--- config.mk ---
export PLATFORM = sky130hd
export DESIGN_NAME = uart_tx_rts
export DESIGN_NICKNAME = d
export VERILOG_FILES = /design/src/rtl/uart_tx_rts_pkg.sv /design/src/rtl/uart_tx_rts_sync.sv /design/src/rtl/uart_tx_rts_framer.sv /design/src/rtl/uart_tx_rts_shifter.sv /design/src/rtl/uart_tx_rts.sv
export SDC_FILE = /design/constraint.sdc
export NUM_CORES = 1
export LEC_CHECK = 0
export ABC_AREA = 1
export BUFFER_PORTS_ARGS = -buffer_cell sky130_fd_sc_hd__buf_2
export CAP_MARGIN = 20
export CORE_ASPECT_RATIO = 1.1
export CORE_MARGIN = 5
export CORE_UTILIZATION = 55
export DETAILED_ROUTE_END_ITERATION = 16
export PLACE_DENSITY = 0.87
export SETUP_SLACK_MARGIN = 0.4
export SLEW_MARGIN = 5
export SYNTH_ARGS = -nofsm -noshare
export SYNTH_HDL_FRONTEND = slang
export SYNTH_SLANG_ARGS = --single-unit
--- constraint.sdc ---
create_clock -name clk -period 2 [get_ports clk]
set_clock_uncertainty 0.05 [all_clocks]
set_input_delay 0 -clock clk [delete_from_list [all_inputs] [get_ports clk]]
set_output_delay 0 -clock clk [all_outputs]
set_load 0.02 [all_outputs]
--- src/rtl/uart_tx_rts_pkg.sv ---
package uart_tx_rts_pkg;

    typedef enum logic {
        TXS_IDLE = 1'b0,
        TXS_SEND = 1'b1
    } tx_state_e;

    typedef struct packed {
        logic parity_en;
        logic parity_odd;
        logic two_stop;
    } frame_cfg_t;

endpackage

--- src/rtl/uart_tx_rts_sync.sv ---
module uart_tx_rts_sync #(
    parameter int STAGES    = 2,
    parameter bit RESET_VAL = 1'b1
) (
    input  logic clk,
    input  logic rst_n,
    input  logic async_in,
    output logic sync_out
);
    logic [STAGES-1:0] chain_d, chain_q;

    generate
        if (STAGES == 1) begin : g_single
            always_comb chain_d = async_in;
        end else begin : g_multi
            always_comb chain_d = {chain_q[STAGES-2:0], async_in};
        end
    endgenerate

    always_ff @(posedge clk or negedge rst_n) begin
        if (!rst_n) chain_q <= {STAGES{RESET_VAL}};
        else        chain_q <= chain_d;
    end

    assign sync_out = chain_q[STAGES-1];
endmodule

--- src/rtl/uart_tx_rts_framer.sv ---
module uart_tx_rts_framer
    import uart_tx_rts_pkg::*;
#(
    parameter int DATA_BITS = 8,
    localparam int FRAME_W  = DATA_BITS + 4,
    localparam int LEN_W    = $clog2(FRAME_W + 1)
) (
    input  logic [DATA_BITS-1:0] data,
    input  frame_cfg_t           cfg,
    output logic [FRAME_W-1:0]   frame,
    output logic [LEN_W-1:0]     frame_len
);
    logic par_bit;

    always_comb begin
        par_bit = (^data) ^ cfg.parity_odd;
        // stop bits and unused upper positions are all 1
        frame = '1;
        frame[0] = 1'b0;
        frame[DATA_BITS:1] = data;
        if (cfg.parity_en) frame[DATA_BITS+1] = par_bit;
        frame_len = LEN_W'(DATA_BITS + 2)
                  + LEN_W'(cfg.parity_en)
                  + LEN_W'(cfg.two_stop);
    end
endmodule

--- src/rtl/uart_tx_rts_shifter.sv ---
module uart_tx_rts_shifter
    import uart_tx_rts_pkg::*;
#(
    parameter int FRAME_W       = 12,
    parameter int TICKS_PER_BIT = 16,
    localparam int LEN_W        = $clog2(FRAME_W + 1),
    localparam int TICK_W       = (TICKS_PER_BIT > 1) ? $clog2(TICKS_PER_BIT) : 1
) (
    input  logic               clk,
    input  logic               rst_n,
    input  logic               baud_tick,
    input  logic               start,
    input  logic [FRAME_W-1:0] frame_in,
    input  logic [LEN_W-1:0]   len_in,
    output logic               idle,
    output logic               line
);
    localparam logic [TICK_W-1:0] TICK_LAST = TICK_W'(TICKS_PER_BIT - 1);

    typedef struct packed {
        tx_state_e          state;
        logic [FRAME_W-1:0] frame;
        logic [LEN_W-1:0]   bits_left;
        logic [TICK_W-1:0]  ticks;
        logic               line;
    } shift_st_t;

    shift_st_t st_d, st_q;

    always_comb begin
        st_d = st_q;
        unique case (st_q.state)
            TXS_IDLE: begin
                st_d.line = 1'b1;
                if (start) begin
                    st_d.state     = TXS_SEND;
                    st_d.frame     = frame_in;
                    st_d.bits_left = len_in;
                    st_d.ticks     = '0;
                    st_d.line      = frame_in[0];
                end
            end
            TXS_SEND: begin
                if (baud_tick) begin
                    if (st_q.ticks == TICK_LAST) begin
                        st_d.ticks = '0;
                        if (st_q.bits_left == LEN_W'(1)) begin
                            st_d.state = TXS_IDLE;
                            st_d.line  = 1'b1;
                        end else begin
                            st_d.frame     = {1'b1, st_q.frame[FRAME_W-1:1]};
                            st_d.bits_left = st_q.bits_left - LEN_W'(1);
                            st_d.line      = st_q.frame[1];
                        end
                    end else begin
                        st_d.ticks = st_q.ticks + TICK_W'(1);
                    end
                end
            end
            default: st_d.state = TXS_IDLE;
        endcase
    end

    always_ff @(posedge clk or negedge rst_n) begin
        if (!rst_n) begin
            st_q.state     <= TXS_IDLE;
            st_q.frame     <= '1;
            st_q.bits_left <= '0;
            st_q.ticks     <= '0;
            st_q.line      <= 1'b1;
        end else begin
            st_q <= st_d;
        end
    end

    assign idle = (st_q.state == TXS_IDLE);
    assign line = st_q.line;
endmodule

--- src/rtl/uart_tx_rts.sv ---
module uart_tx_rts
    import uart_tx_rts_pkg::*;
#(
    parameter int DATA_BITS     = 8,
    parameter int TICKS_PER_BIT = 16,
    parameter int SYNC_STAGES   = 2,
    localparam int FRAME_W      = DATA_BITS + 4,
    localparam int LEN_W        = $clog2(FRAME_W + 1)
) (
    input  logic                 clk,
    input  logic                 rst_n,
    input  logic                 baud_tick,
    input  logic [DATA_BITS-1:0] tx_data,
    input  logic                 tx_valid,
    output logic                 tx_ready,
    input  logic                 rts_n,
    input  logic                 cfg_ignore_rts,
    input  logic                 cfg_parity_en,
    input  logic                 cfg_parity_odd,
    input  logic                 cfg_two_stop,
    output logic                 tx_line,
    output logic                 tx_busy
);
    logic               rts_n_sync;
    logic               rts_ok;
    logic               shifter_idle;
    logic               start;
    frame_cfg_t         cfg_now;
    logic [FRAME_W-1:0] frame;
    logic [LEN_W-1:0]   frame_len;

    uart_tx_rts_sync #(
        .STAGES    (SYNC_STAGES),
        .RESET_VAL (1'b1)
    ) u_sync (
        .clk      (clk),
        .rst_n    (rst_n),
        .async_in (rts_n),
        .sync_out (rts_n_sync)
    );

    always_comb begin
        cfg_now.parity_en  = cfg_parity_en;
        cfg_now.parity_odd = cfg_parity_odd;
        cfg_now.two_stop   = cfg_two_stop;
    end

    uart_tx_rts_framer #(
        .DATA_BITS (DATA_BITS)
    ) u_framer (
        .data      (tx_data),
        .cfg       (cfg_now),
        .frame     (frame),
        .frame_len (frame_len)
    );

    assign rts_ok   = cfg_ignore_rts | ~rts_n_sync;
    assign tx_ready = shifter_idle & rts_ok;
    assign start    = tx_valid & tx_ready;

    uart_tx_rts_shifter #(
        .FRAME_W       (FRAME_W),
        .TICKS_PER_BIT (TICKS_PER_BIT)
    ) u_shifter (
        .clk       (clk),
        .rst_n     (rst_n),
        .baud_tick (baud_tick),
        .start     (start),
        .frame_in  (frame),
        .len_in    (frame_len),
        .idle      (shifter_idle),
        .line      (tx_line)
    );

    assign tx_busy = ~shifter_idle;
endmodule

==> results.md, run 1 <==
- Run status: finished clean
- Routed WL: slightly below 3 mm
- DP HPWL: around 2.1 mm
- Max Clock Freq: approximately 650 MHz
- Crit path kind: register to register
- Gate Count Post-Synth: between 150 and 200
- Antenna-violating nets left: 0
- Layout net count: between 200 and 250
- Max_cap viols: 0
- Max Buffers Root-to-Sink: 2
- Critical Path Start Type: register
- First-pass GRT wire length: between 4 and 5 mm
- Fillers: 200
- Final core utilization: ~65%
- WP data arrival: around 1.8 ns
- Final min period: roughly 1.5 ns
- DR vias: between 1,000 and 1,500
- Area Growth Syn to Fin: 16.0%
- Die Span X: between 50 and 60 um
- Vias in the first global route: 1,149
- Seq/Total Area, Yosys: a little over two fifths
- Top delay family on crit path: simple AND/OR/NAND/NOR gates
- Ant. Diodes: 0
- R2r setup slk: around 0.45 ns
- CTS tree: built
- Pwr Density: a little under 1000 mW/mm2
- H-tree Lvls: 1
- Total GRT Usage: between 10% and 20%
- Worst slew pin tran: approximately 0.51 ns
- Residual DRC: 0
- Area of the mapped netlist: between 0.001 and 0.0015 mm2
- Worst slack, placed: 0.421 ns
- Worst setup margin: about 0.45 ns
- Final Hold Fails: 0
- Num rows: 19
- Final setup violation count: 0
- Grt ovf: 0
- CP peak stage delay: roughly 0.58 ns
- Avg Cell Area, Syn: ~8.5 um2
- Net Count, Synth: about 180
- Root Buffer: clkbuf_4
- Post-synthesis cell type count: 28
- Hold Path Class: input pin to register
- Fin. max-slew vios: 0
- Yosys reg bits: 23
- Top Ports: 20
- Core area: around 0.0024 mm2
- Final TNS setup: 0 ns
- Max-slew headroom: 65.8%
- Max stage delay cell, worst path: dfstp_2
- Routed vias/inst: approximately 5.3
- Die area: roughly 0.0036 mm2
- Worst vdd ir: roughly 0.5 mV
- Crit-path max FO: 14
- Critical path data required time: roughly 2.2 ns
- Clk slew on worst S/H paths: 0.12 ns
- Most frequent CP cell: nand2_4
- Starting Density: roughly 56%
- Crit-path cells: a21oi_4 > nand2_4 > nand2_2 > nand2_4 > inv_6 > or2_2
- Global placement routability congestion: 0.767
- Final period util: about 77%
- Lkg Pwr: around 0.76 nW
- IO Port Bufs: 19
- Pre-antenna DRT Iters: 4
- Pin count of the biggest net entering global routing: 27
- Die height: between 60 and 70 um
- CP Capture Type: register
- Crit path buf inv count: 1
- Share of layout cells above drive strength 1: 33.9%
- Yosys warning count: 0
- DR WL/cell: roughly 13 um
- Initial antenna violation count: 0
- Starting DRC count in detailed routing: 34
- Clock Latency Late Sink: ~0.31 ns
- Unrepaired setup endpoints after global routing: yes
- Inserted Clock Buffers: 3
- CTS sink count: 23
flip-flops by register name, summed over array words and instances, names as in the netlist:
signal,cells
u_shifter.line,1
u_shifter.st_q,20
u_sync.chain_q,2
cells by family after synthesis:
group,after synthesis,share of synthesized area (%)
AOI/OAI and AO/OA,32,16.4
DFF,23,43.3
adders and majority gates,4,3.66
xor gates and xnor gates,5,3.20
and+or+nand+nor,69,22.8
buffers and inverters,28,10.7
cell usage after synthesis:
| master | number | area share, % |
|---|---|---|
| a211o_1 | 1 | 0.64 |
| a21oi_1 | 2 | 0.73 |
| a21oi_2 | 1 | 0.64 |
| a31oi_1 | 2 | 0.91 |
| buf_12 | 2 | 2.9 |
| buf_2 | 1 | 0.37 |
| dfrtp_1 | 9 | 16 |
| dfstp_2 | 14 | 27 |
| ha_1 | 4 | 3.7 |
| inv_1 | 23 | 6.3 |
| inv_2 | 1 | 0.27 |
| inv_8 | 1 | 0.82 |
| nand2_1 | 47 | 13 |
| nand2_2 | 3 | 1.4 |
| nand2_4 | 1 | 0.82 |
| nand3_1 | 11 | 4.0 |
| nand3_4 | 1 | 1.3 |
| nor2_1 | 4 | 1.1 |
| nor2_4 | 1 | 0.82 |
| o211ai_1 | 1 | 0.55 |
| o21a_1 | 1 | 0.55 |
| o21ai_0 | 6 | 2.2 |
| o21ai_1 | 1 | 0.37 |
| o21ai_2 | 11 | 7.0 |
| o22ai_1 | 6 | 2.7 |
| or2_2 | 1 | 0.46 |
| xnor2_1 | 2 | 1.3 |
| xor2_1 | 3 | 1.9 |
timing repair:
item,CTS,global route
hold buffers,6,0
endpoints found under the hold margin,28,0
setup endpoints to repair,3,12
resized for setup,2,6
setup buffers,0,1
cloned,0,1
worst min-delay path, stage by stage:
cell and delay, ns:
buf_2 0.11, inv_1 0.06, o22ai_1 0.08, nand2_1 0.07, o21ai_2 0.05
per-stage QoR:
step	area [um2]	power [mW]	std cells	hold slack, ns
floorplan	1370	1.20	161	-0.346
global placement	1460	1.29	208	-0.0640
detailed placement	1460	1.33	208	-0.0490
CTS	1550	1.55	218	0.00240
global route	1590	1.68	220	0.0434
finish	1590	1.57	220	0.00426
power breakdown:
part / internal (mW) / switching, mW / leakage (nW)
combinational: 0.232 / 0.283 / 0.499
clock: 0.0778 / 0.137 / 0.0150
sequential: 0.717 / 0.120 / 0.249
area by class of cell:
type	instances	area, um2	share of cell area, %
Tap cell	31	38.8	2.44
Timing Repair inverter	1	8.76	0.552
Timing Repair Buffer	26	163	10.2
Multi-Input combinational cell	110	647	40.7
Clock buffer	4	26.3	1.65
Inverter	25	110	6.93
Sequential cell	23	594	37.4
per-layer routing:
metal	vias to the layer above	global-route usage (%)	share of wire, %
met3	6	2.90	3.8
li1	572	-	-
met2	26	28.5	54
met1	552	19.6	39
met4	0	8.70	3.0
met5	-	0	0
final timing paths:
kind / end / cells after the start / startpoint
hold reg to reg: u_sync.chain_q[1] / 0 / u_sync.chain_q[0]
setup reg to reg: u_shifter.st_q[20] / 6 / u_sync.chain_q[1]
max in group asynchronous: u_shifter.st_q[21] / 2 / rst_n
hold / removal: u_shifter.st_q[14] / 5 / tx_data[4]
min in group asynchronous: u_shifter.st_q[1] / 2 / rst_n
setup / recovery: u_shifter.st_q[20] / 6 / u_sync.chain_q[1]
cell usage in the layout (no fill, tap or decap), types with 2 or more instances in the layout:
| cell | synthesis | layout |
|---|---|---|
| nand2_4 | 1 | 2 |
| inv_2 | 1 | 2 |
| nand2_1 | 47 | 47 |
| clkbuf_4 | 0 | 3 |
| buf_2 | 1 | 19 |
| dlygate4sd3_1 | 0 | 6 |
| dfstp_2 | 14 | 14 |
| o21ai_0 | 6 | 6 |
| a21oi_1 | 2 | 2 |
| nand3_1 | 11 | 11 |
| a31oi_1 | 2 | 2 |
| dfrtp_1 | 9 | 8 |
| nor2_1 | 4 | 3 |
| ha_1 | 4 | 3 |
| o22ai_1 | 6 | 6 |
| inv_1 | 23 | 21 |
| xor2_1 | 3 | 3 |
| xnor2_1 | 2 | 2 |
| o21ai_2 | 11 | 11 |
| nand2_2 | 3 | 2 |
(Power assumes the default switching activity.)
==> run 2: changes to the inputs <==
--- a/config.mk
+++ b/config.mk
@@ -10,9 +10,9 @@
 export CAP_MARGIN = 20
 export CORE_ASPECT_RATIO = 1.1
 export CORE_MARGIN = 5
-export CORE_UTILIZATION = 55
+export CORE_UTILIZATION = 50
 export DETAILED_ROUTE_END_ITERATION = 16
-export PLACE_DENSITY = 0.87
+export PLACE_DENSITY = 0.84
 export SETUP_SLACK_MARGIN = 0.4
 export SLEW_MARGIN = 5
 export SYNTH_ARGS = -nofsm -noshare
==> constraint.sdc (replaced) <==
create_clock -name clk -period 1.35 [get_ports clk]
set_clock_uncertainty 0.05 [all_clocks]
set_input_delay 0 -clock clk [delete_from_list [all_inputs] [get_ports clk]]
set_output_delay 0 -clock clk [all_outputs]
set_load 0.02 [all_outputs]
==> results.md, run 2 (synthesis gave the netlist of run 1 again) <==
- Area post-placement: 0.00161 mm2 (was 0.00146 mm2)
- Final std cells w/o fill: 259 (was 220)
- Layout net count: 248 (was 211)
- Final Hold Fails: 0 (unchanged)
- DR vias: 1,370 (was 1,156)
- Root Buffer: clkbuf_4 (unchanged)
- Total GRT Usage: 22.3% (was 16.8%)
- Largest regs: u_shifter.st_q x20, u_sync.chain_q x2, u_shifter.line x1 (unchanged)
- Most common cell after layout, fill and taps aside: nand2_1 (unchanged)
- Routed vias/inst: 5.29 (was 5.25)
- IO Port Bufs: 19 (unchanged)
- Routed WL: 3.98 mm (was 2.97 mm)
- Worst slack, placed: -0.0717 ns (was 0.421 ns)
- Most frequent cells in the layout: nand2_1 (42), inv_1 (21), buf_6 (19), buf_4 (18), buf_2 (16) (was nand2_1 (47), inv_1 (21), buf_2 (19), dfstp_2 (14))
- WP data arrival: 1.72 ns (was 1.75 ns)
- Initial antenna violation count: 0 (unchanged)
- Final core utilization: 77.0% (was 64.8%)
- First-pass GRT wire length: 6.53 mm (was 4.75 mm)
- Residual DRC: 0 (unchanged)
- Max-slew headroom: 63.9% (was 65.8%)
- Max Clock Freq: 666 MHz (was 646 MHz)
- CP Capture Type: register (unchanged)
- Clock Latency Late Sink: 0.33 ns (was 0.31 ns)
- Hold Path Class: input pin to register (unchanged)
- Die area: 0.00389 mm2 (was 0.00359 mm2)
- Placed cells: 228 (was 208)
- Crit path kind: register to register (unchanged)
- Pre-antenna DRT Iters: 4 (unchanged)
- Vias in the first global route: 1,400 (was 1,149)
- Biggest register: u_shifter.st_q (unchanged)
- Fin. max-slew vios: 0 (unchanged)
- Die Span X: 59.9 um (was 57.6 um)
- Grt ovf: 0 (unchanged)
- Top Ports: 20 (unchanged)
- Starting Density: 50.6% (was 55.9%)
- Failing checks: negative setup slack
- Global placement routability congestion: 0.851 (was 0.767)
- Max FFs per register: 20 (unchanged)
- Lkg Pwr: 1.00 nW (was 0.763 nW)
- Unrepaired setup endpoints after global routing: yes (unchanged)
- Starting DRC count in detailed routing: 80 (was 34)
- Core area: 0.00270 mm2 (was 0.00245 mm2)
- Die height: 64.9 um (was 62.3 um)
- Clk slew on worst S/H paths: 0.14 ns (was 0.12 ns)
- Pin count of the biggest net entering global routing: 24 (was 27)
- Design area: 0.00208 mm2 (was 0.00159 mm2)
- CTS tree: built (unchanged)
- Ant. Diodes: 0 (unchanged)
- Final period util: 111% (was 77.4%)
- Max_cap viols: 0 (unchanged)
- Antenna-violating nets left: 0 (unchanged)
- Worst slew pin tran: 0.541 ns (was 0.513 ns)
- Pwr Density: 1350 mW/mm2 (was 987 mW/mm2)
- Area Growth Syn to Fin: 52.0% (was 16.0%)
- DR WL/cell: 15.4 um (was 13.5 um)
- Final min period: 1.50 ns (was 1.55 ns)
- DP HPWL: 2.04 mm (was 2.05 mm)
- Num rows: 20 (was 19)
- Crit-path max FO: 13 (was 14)
- H-tree Lvls: 1 (unchanged)
- Inserted Clock Buffers: 3 (unchanged)
- Critical path data required time: 1.57 ns (was 2.20 ns)
- Final setup violation count: 18 (was 0)
- Max Buffers Root-to-Sink: 2 (unchanged)
- Run status: finished with violations (was finished clean)
- Share of layout cells above drive strength 1: 51.3% (was 33.9%)
- CTS sink count: 23 (unchanged)
- Worst vdd ir: 1.05 mV (was 0.502 mV)
- Worst setup margin: -0.150 ns (was 0.453 ns)
- Critical Path Start Type: register (unchanged)
- Final TNS setup: -1.73 ns (was 0 ns)
## run 2: area by class of cell
cell class	instances	area [um2]
Multi-Input combinational cell	110	767
Fill cell	166	622
Sequential cell	23	594
Timing Repair Buffer	63	529
Inverter	25	108
Tap cell	33	41.3
Clock buffer	3	22.5
Timing Repair inverter	1	11.3
Clock inverter	1	7.51
## run 2: routing by layer
| layer | part of all wire (%) | track usage, % | routed length (um) | vias to the layer above |
|---|---|---|---|---|
| li1 | - | - | - | 650 |
| met1 | 40 | 26.5 | 1590 | 679 |
| met2 | 54 | 37.8 | 2150 | 30 |
| met3 | 3.0 | 3.78 | 120 | 11 |
| met4 | 2.8 | 10.5 | 110 | 0 |
| met5 | 0 | 0 | 0 | - |
## run 2: critical path, cell delays in order, from the launching register on
cell and delay (ns):
dfrtp_1 0.44, ha_4 0.18, nand3_4 0.12, o21ai_4 0.18
nand2_4 0.13, inv_8 0.12, nor2_1 0.06, a31oi_1 0.16
## run 2: power by group
part	total, mW	switching [mW]	internal (mW)
sequential	1.27	0.207	1.06
clock	0.351	0.237	0.114
combinational	1.19	0.586	0.607
## run 2: final timing paths
kind / startpoint / to / slack, ns / depth (start not counted)
worst min register to register: u_sync.chain_q[0] / u_sync.chain_q[1] / 0.32 / 0
worst max register to register: u_shifter.st_q[2] / u_shifter.st_q[16] / -0.15 / 7
worst min-delay path: tx_data[2] / u_shifter.st_q[12] / 0.02 / 5
min in group asynchronous: rst_n / u_shifter.st_q[4] / 0.11 / 2
max in group asynchronous: rst_n / u_shifter.st_q[21] / 0.75 / 2
worst max-delay path: u_shifter.st_q[2] / u_shifter.st_q[16] / -0.15 / 7
## run 2: per-stage QoR
step	total power, mW	hold WS, ns
after global placement	2.06	-0.0582
after CTS	2.64	0.00945
after global routing	3.00	0.0448
final	2.81	0.0174
after detailed placement	2.09	-0.0501
after floorplan	1.80	-0.346
## run 2: repair_timing
item / 4_1_cts / 5_1_grt
buffers inserted: 11 / 5
resized for setup: 35 / 24
pin swaps: 10 / 7
endpoints found under the hold margin: 32 / 0
cloned: 1 / 0
hold buffers: 10 / 0
setup endpoints to repair: 24 / 24
